**src/rtl/i2c_tgt_pkg.sv**
```systemverilog
package i2c_tgt_pkg;
  localparam int BYTE_W  = 8;
  localparam int ADDR7_W = 7;
  localparam int STAT_W  = 7;
  localparam int CTRL_W  = 3;

  // status / interrupt-enable bit positions
  localparam int ST_MATCH = 0;
  localparam int ST_RCVD  = 1;
  localparam int ST_SENT  = 2;
  localparam int ST_EMPTY = 3;
  localparam int ST_STOP  = 4;
  localparam int ST_TX    = 5;
  localparam int ST_GC    = 6;

  // control bit positions
  localparam int CT_FNACK = 0;
  localparam int CT_GCEN  = 1;
  localparam int CT_EN    = 2;

  // register word indices
  localparam int REG_CTRL   = 0;
  localparam int REG_STATUS = 1;
  localparam int REG_IE     = 2;
  localparam int REG_OWN    = 3;
  localparam int REG_DATA   = 4;

  typedef enum logic [3:0] {
    S_IDLE, S_ADDR, S_ADDR_DEC, S_ACK_ADDR, S_HOLD_ADDR,
    S_RX, S_RX_DEC, S_RX_ACK, S_HOLD_RX,
    S_TX_LOAD, S_TX, S_TX_ACKCHK, S_TX_ACKEND, S_HOLD_TX, S_IGNORE
  } tgtState_e;

  typedef struct packed {
    logic shiftIn;
    logic shiftOut;
    logic loadTx;
    logic storeRx;
    logic setMatch;
    logic setGc;
    logic setDir;
    logic dirRead;
    logic setStop;
    logic setEmpty;
    logic setSent;
    logic setRcvd;
  } tgtStrobe_t;
endpackage

```
**src/rtl/i2c_tgt_dp.sv**
```systemverilog
module i2c_tgt_dp
  import i2c_tgt_pkg::*;
#(
  parameter int REG_AW = 3,
  parameter int BUS_W  = 32
) (
  input  logic                clk,
  input  logic                rstN,
  input  logic                regWrEn,
  input  logic [REG_AW-1:0]   regAddr,
  input  logic [BUS_W-1:0]    regWrData,
  output logic [BUS_W-1:0]    regRdData,
  input  tgtStrobe_t          stb,
  input  logic                sdaBit,
  output logic [BYTE_W-1:0]   shiftByte,
  output logic [CTRL_W-1:0]   ctrlBits,
  output logic [ADDR7_W-1:0]  ownAddr,
  output logic [STAT_W-1:0]   status,
  output logic                irq
);
  logic [STAT_W-1:0] intEn;
  logic [STAT_W-1:0] setMask;
  logic [STAT_W-1:0] statusN;
  logic [BYTE_W-1:0] dataReg;
  logic wrCtrl, wrStat, wrIe, wrOwn, wrData;
  logic unusedWrBits;

  assign unusedWrBits = ^regWrData[BUS_W-1:BYTE_W];

  assign wrCtrl = regWrEn && (regAddr == REG_AW'(REG_CTRL));
  assign wrStat = regWrEn && (regAddr == REG_AW'(REG_STATUS));
  assign wrIe   = regWrEn && (regAddr == REG_AW'(REG_IE));
  assign wrOwn  = regWrEn && (regAddr == REG_AW'(REG_OWN));
  assign wrData = regWrEn && (regAddr == REG_AW'(REG_DATA));

  always_comb begin
    setMask           = '0;
    setMask[ST_MATCH] = stb.setMatch;
    setMask[ST_GC]    = stb.setGc;
    setMask[ST_STOP]  = stb.setStop;
    setMask[ST_EMPTY] = stb.setEmpty;
    setMask[ST_SENT]  = stb.setSent;
    setMask[ST_RCVD]  = stb.setRcvd;
  end

  // host clears with zeros, bus events set (events win on a tie)
  always_comb begin
    statusN = status;
    if (wrStat) statusN = status & regWrData[STAT_W-1:0];
    statusN = statusN | setMask;
    if (stb.setDir) statusN[ST_TX] = stb.dirRead;
  end

  always_ff @(posedge clk or negedge rstN) begin
    if (!rstN) begin
      status    <= '0;
      ctrlBits  <= '0;
      intEn     <= '0;
      ownAddr   <= '0;
      dataReg   <= '0;
      shiftByte <= '0;
    end else begin
      status <= statusN;
      if (wrCtrl) ctrlBits <= regWrData[CTRL_W-1:0];
      if (wrIe)   intEn    <= regWrData[STAT_W-1:0];
      if (wrOwn)  ownAddr  <= regWrData[ADDR7_W-1:0];
      if (stb.storeRx)  dataReg <= shiftByte;
      else if (wrData)  dataReg <= regWrData[BYTE_W-1:0];
      if (stb.loadTx)        shiftByte <= dataReg;
      else if (stb.shiftIn)  shiftByte <= {shiftByte[BYTE_W-2:0], sdaBit};
      else if (stb.shiftOut) shiftByte <= {shiftByte[BYTE_W-2:0], 1'b0};
    end
  end

  assign irq = |(status & intEn);

  always_comb begin
    regRdData = '0;
    case (regAddr)
      REG_AW'(REG_CTRL):   regRdData[CTRL_W-1:0]  = ctrlBits;
      REG_AW'(REG_STATUS): regRdData[STAT_W-1:0]  = status;
      REG_AW'(REG_IE):     regRdData[STAT_W-1:0]  = intEn;
      REG_AW'(REG_OWN):    regRdData[ADDR7_W-1:0] = ownAddr;
      REG_AW'(REG_DATA):   regRdData[BYTE_W-1:0]  = dataReg;
      default:             regRdData = '0;
    endcase
  end

  // a host write with no concurrent event leaves status = old AND written
  a_r10_write_zero_clears: assert property (@(posedge clk) disable iff (!rstN)
    (wrStat && setMask == '0 && !stb.setDir) |=>
      status == ($past(status) & $past(regWrData[STAT_W-1:0])));

  // the stop flag only rises on a strobe from the bus control
  a_r9_stop_from_bus: assert property (@(posedge clk) disable iff (!rstN)
    $rose(status[ST_STOP]) |-> $past(stb.setStop));
endmodule

```
**src/rtl/i2c_tgt_ctrl.sv**
```systemverilog
module i2c_tgt_ctrl
  import i2c_tgt_pkg::*;
#(
  parameter int SYNC_STAGES = 2
) (
  input  logic               clk,
  input  logic               rstN,
  input  logic               sclIn,
  input  logic               sdaIn,
  input  logic [CTRL_W-1:0]  ctrlBits,
  input  logic [ADDR7_W-1:0] ownAddr,
  input  logic [STAT_W-1:0]  status,
  input  logic [BYTE_W-1:0]  shiftByte,
  output tgtStrobe_t         stb,
  output logic               sdaBit,
  output logic               sclDriveLow,
  output logic               sdaDriveLow
);
  localparam int CNT_W = $clog2(BYTE_W);
  localparam logic [CNT_W-1:0] LAST_BIT = CNT_W'(BYTE_W - 1);

  logic [SYNC_STAGES-1:0] sclSync, sdaSync;
  logic sclS, sdaS, sclPrev, sdaPrev;
  logic sclRise, sclFall, startCond, stopCond;
  logic enable, gcEn, fnack, ownHit, gcHit, selected;
  tgtState_e state, stateN;
  logic [CNT_W-1:0] cnt, cntN;
  logic readDir, readDirN;
  logic unusedStat;

  assign unusedStat = ^{status[ST_GC], status[ST_TX], status[ST_STOP], status[ST_SENT]};

  always_ff @(posedge clk or negedge rstN) begin
    if (!rstN) begin
      sclSync <= '1;
      sdaSync <= '1;
      sclPrev <= 1'b1;
      sdaPrev <= 1'b1;
    end else begin
      sclSync <= {sclSync[SYNC_STAGES-2:0], sclIn};
      sdaSync <= {sdaSync[SYNC_STAGES-2:0], sdaIn};
      sclPrev <= sclS;
      sdaPrev <= sdaS;
    end
  end

  assign sclS      = sclSync[SYNC_STAGES-1];
  assign sdaS      = sdaSync[SYNC_STAGES-1];
  assign sdaBit    = sdaS;
  assign sclRise   = sclS && !sclPrev;
  assign sclFall   = !sclS && sclPrev;
  assign startCond = sclS && sclPrev && sdaPrev && !sdaS;
  assign stopCond  = sclS && sclPrev && !sdaPrev && sdaS;

  assign enable = ctrlBits[CT_EN];
  assign gcEn   = ctrlBits[CT_GCEN];
  assign fnack  = ctrlBits[CT_FNACK];
  assign ownHit = shiftByte[BYTE_W-1:1] == ownAddr;
  assign gcHit  = gcEn && (shiftByte == '0);
  assign selected = !(state inside {S_IDLE, S_ADDR, S_ADDR_DEC});

  always_comb begin
    stb      = '0;
    stateN   = state;
    cntN     = cnt;
    readDirN = readDir;
    case (state)
      S_ADDR: if (sclRise) begin
        stb.shiftIn = 1'b1;
        cntN = cnt + 1'b1;
        if (cnt == LAST_BIT) stateN = S_ADDR_DEC;
      end
      S_ADDR_DEC: if (sclFall) begin
        if (ownHit || gcHit) begin
          stateN       = S_ACK_ADDR;
          stb.setMatch = 1'b1;
          stb.setGc    = gcHit && !ownHit;
          stb.setDir   = 1'b1;
          stb.dirRead  = shiftByte[0];
          readDirN     = shiftByte[0];
        end else begin
          stateN = S_IDLE;
        end
      end
      S_ACK_ADDR: if (sclFall) stateN = S_HOLD_ADDR;
      S_HOLD_ADDR: if (!status[ST_MATCH]) begin
        cntN = '0;
        if (readDir) begin
          stateN       = S_TX_LOAD;
          stb.loadTx   = 1'b1;
          stb.setEmpty = 1'b1;
        end else begin
          stateN = S_RX;
        end
      end
      S_RX: if (sclRise) begin
        stb.shiftIn = 1'b1;
        cntN = cnt + 1'b1;
        if (cnt == LAST_BIT) stateN = S_RX_DEC;
      end
      S_RX_DEC: if (sclFall) begin
        if (fnack) begin
          stateN = S_IGNORE;
        end else begin
          stateN      = S_RX_ACK;
          stb.storeRx = 1'b1;
          stb.setRcvd = 1'b1;
        end
      end
      S_RX_ACK: if (sclFall) stateN = S_HOLD_RX;
      S_HOLD_RX: if (!status[ST_RCVD]) begin
        cntN   = '0;
        stateN = S_RX;
      end
      S_TX_LOAD: stateN = S_TX;
      S_TX: if (sclFall) begin
        stb.shiftOut = 1'b1;
        cntN = cnt + 1'b1;
        if (cnt == LAST_BIT) stateN = S_TX_ACKCHK;
      end
      S_TX_ACKCHK: if (sclRise) begin
        stb.setSent = 1'b1;
        stateN = sdaS ? S_IGNORE : S_TX_ACKEND;
      end
      S_TX_ACKEND: if (sclFall) stateN = S_HOLD_TX;
      S_HOLD_TX: if (!status[ST_EMPTY]) begin
        cntN         = '0;
        stateN       = S_TX_LOAD;
        stb.loadTx   = 1'b1;
        stb.setEmpty = 1'b1;
      end
      default: ;
    endcase
    if (startCond) begin
      stateN = S_ADDR;
      cntN   = '0;
    end
    if (stopCond) begin
      stateN      = S_IDLE;
      stb.setStop = selected;
    end
    if (!enable) begin
      stb    = '0;
      stateN = S_IDLE;
    end
  end

  always_ff @(posedge clk or negedge rstN) begin
    if (!rstN) begin
      state   <= S_IDLE;
      cnt     <= '0;
      readDir <= 1'b0;
    end else begin
      state   <= stateN;
      cnt     <= cntN;
      readDir <= readDirN;
    end
  end

  assign sclDriveLow = state inside {S_HOLD_ADDR, S_HOLD_RX, S_HOLD_TX, S_TX_LOAD};
  assign sdaDriveLow = (state inside {S_ACK_ADDR, S_RX_ACK}) ||
                       ((state inside {S_TX_LOAD, S_TX}) && !shiftByte[BYTE_W-1]);

  // SDA drive only moves while the sensed SCL is low
  a_r13_sda_moves_scl_low: assert property (@(posedge clk) disable iff (!rstN || !enable)
    !$stable(sdaDriveLow) |-> !sclS);

  // a forced-NACK decision leaves SDA released
  a_r5_forced_nack: assert property (@(posedge clk) disable iff (!rstN)
    (state == S_RX_DEC && sclFall && fnack && enable && !startCond && !stopCond) |=>
      (!sdaDriveLow && state == S_IGNORE));

  // received byte pending in the data register keeps SCL held
  a_r7_hold_rx: assert property (@(posedge clk) disable iff (!rstN)
    (state == S_HOLD_RX && status[ST_RCVD] && enable && !startCond && !stopCond) |=>
      sclDriveLow);
endmodule

```
**src/rtl/i2c_tgt.sv**
```systemverilog
module i2c_tgt
  import i2c_tgt_pkg::*;
#(
  parameter int REG_AW      = 3,
  parameter int BUS_W       = 32,
  parameter int SYNC_STAGES = 2
) (
  input  logic              clk,
  input  logic              rstN,
  input  logic              regWrEn,
  input  logic [REG_AW-1:0] regAddr,
  input  logic [BUS_W-1:0]  regWrData,
  output logic [BUS_W-1:0]  regRdData,
  input  logic              sclIn,
  input  logic              sdaIn,
  output logic              sclDriveLow,
  output logic              sdaDriveLow,
  output logic              irq
);
  tgtStrobe_t          stb;
  logic                sdaBit;
  logic [BYTE_W-1:0]   shiftByte;
  logic [CTRL_W-1:0]   ctrlBits;
  logic [ADDR7_W-1:0]  ownAddr;
  logic [STAT_W-1:0]   status;

  i2c_tgt_ctrl #(.SYNC_STAGES(SYNC_STAGES)) i_ctrl (
    .clk(clk), .rstN(rstN), .sclIn(sclIn), .sdaIn(sdaIn),
    .ctrlBits(ctrlBits), .ownAddr(ownAddr), .status(status),
    .shiftByte(shiftByte), .stb(stb), .sdaBit(sdaBit),
    .sclDriveLow(sclDriveLow), .sdaDriveLow(sdaDriveLow)
  );

  i2c_tgt_dp #(.REG_AW(REG_AW), .BUS_W(BUS_W)) i_dp (
    .clk(clk), .rstN(rstN), .regWrEn(regWrEn), .regAddr(regAddr),
    .regWrData(regWrData), .regRdData(regRdData), .stb(stb),
    .sdaBit(sdaBit), .shiftByte(shiftByte), .ctrlBits(ctrlBits),
    .ownAddr(ownAddr), .status(status), .irq(irq)
  );
endmodule

```
**config.mk**
```make
export PLATFORM = sky130hd
export DESIGN_NAME = i2c_tgt
export DESIGN_NICKNAME = d
export VERILOG_FILES = /design/src/rtl/i2c_tgt_pkg.sv /design/src/rtl/i2c_tgt_dp.sv /design/src/rtl/i2c_tgt_ctrl.sv /design/src/rtl/i2c_tgt.sv
export SDC_FILE = /design/constraint.sdc
export NUM_CORES = 1
export LEC_CHECK = 0
export CAP_MARGIN = 20
export CORE_MARGIN = 8
export CORE_UTILIZATION = 45
export CTS_CLUSTER_SIZE = 24
export DETAILED_ROUTE_END_ITERATION = 6
export PLACE_DENSITY_LB_ADDON = 0.05
export SLEW_MARGIN = 20
export SYNTH_ARGS = -nofsm -noshare
export SYNTH_HDL_FRONTEND = slang
export SYNTH_SLANG_ARGS = --single-unit
```
**constraint.sdc**
```tcl
create_clock -name clk -period 2.2 [get_ports clk]
set_input_delay 0.22 -clock clk [delete_from_list [all_inputs] [get_ports clk]]
set_output_delay 0.22 -clock clk [all_outputs]
set_load 0.02 [all_outputs]
```
==> flow_summary.json <==
{
  "maxSlewViolCount": 0,
  "min_period_ps": 2121,
  "ir_drop_v": 0.0004870,
  "insertion_delay_ps": 310,
  "syn_to_final_growth_pct": 16.00,
  "synth.area.mux_share_pct": 12.94,
  "num_vias": 2728,
  "synth-simple-area-share_pct": 14.68,
  "clock_skew_ps": 7.935,
  "avgSynthCellArea_um2": 9.640,
  "routed_wl_um": 8705,
  "synth_top_area_cell": "dfrtp_1",
  "cts.sinks": 54,
  "setup_violations": 0,
  "initial_core_util_pct": 46.53,
  "clk_pin_slew_ps": 90,
  "antenna_found_initial": 0,
  "crit_path_cell_trace": "buf_4, nand2b_1, o31ai_1, a22o_1, dlygate4sd2_1",
  "nets": 438,
  "dieArea_um2": 10580,
  "synth-xor-area-share_pct": 2.839,
  "ant_nets": 0,
  "layout-drive-gt1-share_pct": 19.14,
  "power_leakage_nw": 1.653,
  "worstPathRequired_ps": 1980,
  "grt_pass1_wl_um": 14210,
  "critPathArrivalTime_ps": 1900,
  "critPathLaunchType": "register",
  "via_per_inst": 5.500,
  "clock-root-buffer": "clkbuf_8",
  "synth_area_um2": 3393,
  "die_h_um": 102.8,
  "synthAdderAreaFrac_pct": 0.7375,
  "cts_tree": "built",
  "io_buffers": 26,
  "pin_count": 75,
  "setup_ws_ps": 78.53,
  "async_flop_share_pct": 100.0,
  "synthCells": 352,
  "gp_congestion": 0.8091,
  "rsz0062_at_grt": "false",
  "num_antenna_cells": 0,
  "power.density_nw_per_um2": 949.8,
  "yosys-top-cells-count": "48 x dfrtp_1, 28 x o21ai_0, 27 x buf_4, 27 x nand2_1, 19 x mux2_2",
  "drc_errors": 0,
  "coreArea_um2": 7292,
  "pre_cts_ws_ps": -43.15,
  "worst_path_max_delay_cell": "dfrtp_2",
  "outcome": "finished clean",
  "synth_flop_cell": "dfrtp_1",
  "synth-compound-area-share_pct": 19.06,
  "worst_path_largest_cell_delay_ps": 460,
  "ctsHtreeMaxLevel": 2,
  "first_global_vias": 2658,
  "synthTopCellsByArea": "dfrtp_1 35%, mux2_2 6.3%, buf_4 6.0%",
  "endpoint_kind": "output port",
  "die_width_um": 102.8,
  "synth_top_family_by_area": "compound AO/OA/AOI/OAI gates",
  "critPathKind": "reg -> out",
  "cts_buffer_depth": 2,
  "hold_path_class": "in -> reg",
  "grt_max_degree": 55,
  "ys_ff_latch": 54,
  "fin_crit_sh_pct": 96.43,
  "layout.cells.non_filler": 496,
  "grtUsageTotal_pct": 17.41,
  "dp_hpwl_um": 6579,
  "drt_iter0_markers": 213,
  "dp.cells": 487,
  "drv_cap": 0,
  "yosysMostFrequentCell": "dfrtp_1",
  "drt_pass1_iterations": 4,
  "num_rows": 31,
  "crit_fanout": 8,
  "fin_util_pct": 53.98,
  "grt-ovfl-total": 0,
  "wl_per_cell_um": 17.55,
  "synth_warnings": 0,
  "synth_top_area_share_pct": 35.40,
  "post_synth_num_cell_types": 55,
  "synth_edf_count": 0,
  "finalHoldViolCount": 0,
  "cts_buffers": 5,
  "fmax_ghz": 0.4714,
  "yosysSeqAreaShare_pct": 40.04
}
==> cell usage in the layout (no fill, tap or decap), types with 3 or more instances in the layout <==
cell type,Yosys,routed
dfrtp_1,48,47
nand3_1,5,5
a211oi_1,4,4
o22ai_1,14,14
nor2b_1,10,10
conb_1,1,24
dfstp_2,6,6
o21ai_0,28,28
mux2_4,3,3
a31oi_1,5,5
clkdlybuf4s50_1,0,16
dlygate4sd2_1,0,9
nand4b_1,5,5
buf_4,27,31
o41ai_1,3,3
nand3b_1,4,4
nand2b_1,7,7
mux2_2,19,19
mux2i_1,18,18
nand2_1,27,27
clkbuf_8,0,5
nor2_1,13,13
xnor2_1,10,10
a21oi_1,16,16
nor3b_1,3,3
a22oi_1,11,11
inv_1,10,10
==> power by group <==
part | total [mW] | switching, mW | internal [mW]
registers | 1.60 | 0.338 | 1.27
clock network | 0.557 | 0.329 | 0.228
logic | 1.58 | 0.803 | 0.775
total | 3.74 | 1.47 | 2.27
==> layer usage <==
layer  GRT usage, %  wire length [µm]  vias to the layer above
met5              0                 0                        -
met2          25.82              3695                       79
met1          25.24              4275                     1322
met3          3.984               667                        6
met4          3.337                66                        0
li1               -                 -                     1321
==> logic make-up after synthesis <==
group                      after synthesis
DFF                                     54
adders and majority gates                2
and+or+nand+nor                         90
buffers and inverters                   56
muxes                                   40
other                                    1
xor gates and xnor gates                11
AOI/OAI and AO/OA                       98
==> repair_timing <==
action,in CTS,in global routing
gates resized for setup,10,0
endpoints found under the hold margin,48,0
hold buffers,1,0
buffers inserted,0,0
setup endpoints to repair,9,0
==> registers in the layout, indices dropped and copies added, names as in the netlist <==
| signal | cells |
|---|---|
| i_ctrl.cnt | 3 |
| i_ctrl.state | 4 |
| i_ctrl.sclPrev | 1 |
| i_dp.intEn | 7 |
| i_dp.dataReg | 8 |
| i_ctrl.sdaSync | 2 |
| i_dp.ctrlBits | 3 |
| i_dp.ownAddr | 7 |
| i_ctrl.readDir | 1 |
| i_dp.shiftByte | 8 |
| i_ctrl.sdaPrev | 1 |
| i_ctrl.sclSync | 2 |
| i_dp.status | 7 |
==> final timing paths <==
check	slack (ps)	cells past startpoint	to	start
worst max-delay path	80	5	sdaDriveLow	i_ctrl.state[2]
worst min-delay path	310	1	i_ctrl.sclSync[0]	sclIn
worst max register to register	170	7	i_ctrl.state[3]	i_ctrl.state[2]
worst min register to register	360	0	i_ctrl.sdaSync[1]	i_ctrl.sdaSync[0]
max in group asynchronous	1460	3	i_ctrl.sdaPrev	rstN
min in group asynchronous	430	3	i_dp.intEn[1]	rstN
==> final cells by class <==
class | instances | area, µm²
fillers | 713 | 3356
multi-input cells | 265 | 1802
flip-flops and latches | 54 | 1360
repair buffers | 60 | 526.8
well taps | 99 | 123.9
clock buffers | 6 | 72.57
inverters | 10 | 37.54
clock inverters | 2 | 13.76
==> per-stage QoR <==
| step | TNS (ps) | instance area, µm² | hold WS [ps] | power, mW |
|---|---|---|---|---|
| after floorplan | 0 | 3480 | -75.59 | 2.649 |
| after global routing | 0 | 3936 | 303.4 | 4.002 |
| after global placement | -60.12 | 3850 | 238.0 | 3.187 |
| after CTS | 0 | 3936 | 296.3 | 3.759 |
| final | 0 | 3936 | 306.4 | 3.739 |
| after detailed placement | -209.3 | 3850 | 236.7 | 3.214 |
==> worst max-delay path, delay by kind of cell (launching register included) <==
family	cells	cell delay [ps]
buf+inv	2	510
flops	1	460
compound gates	2	420
simple gates	1	200
(Power assumes the default switching activity.)
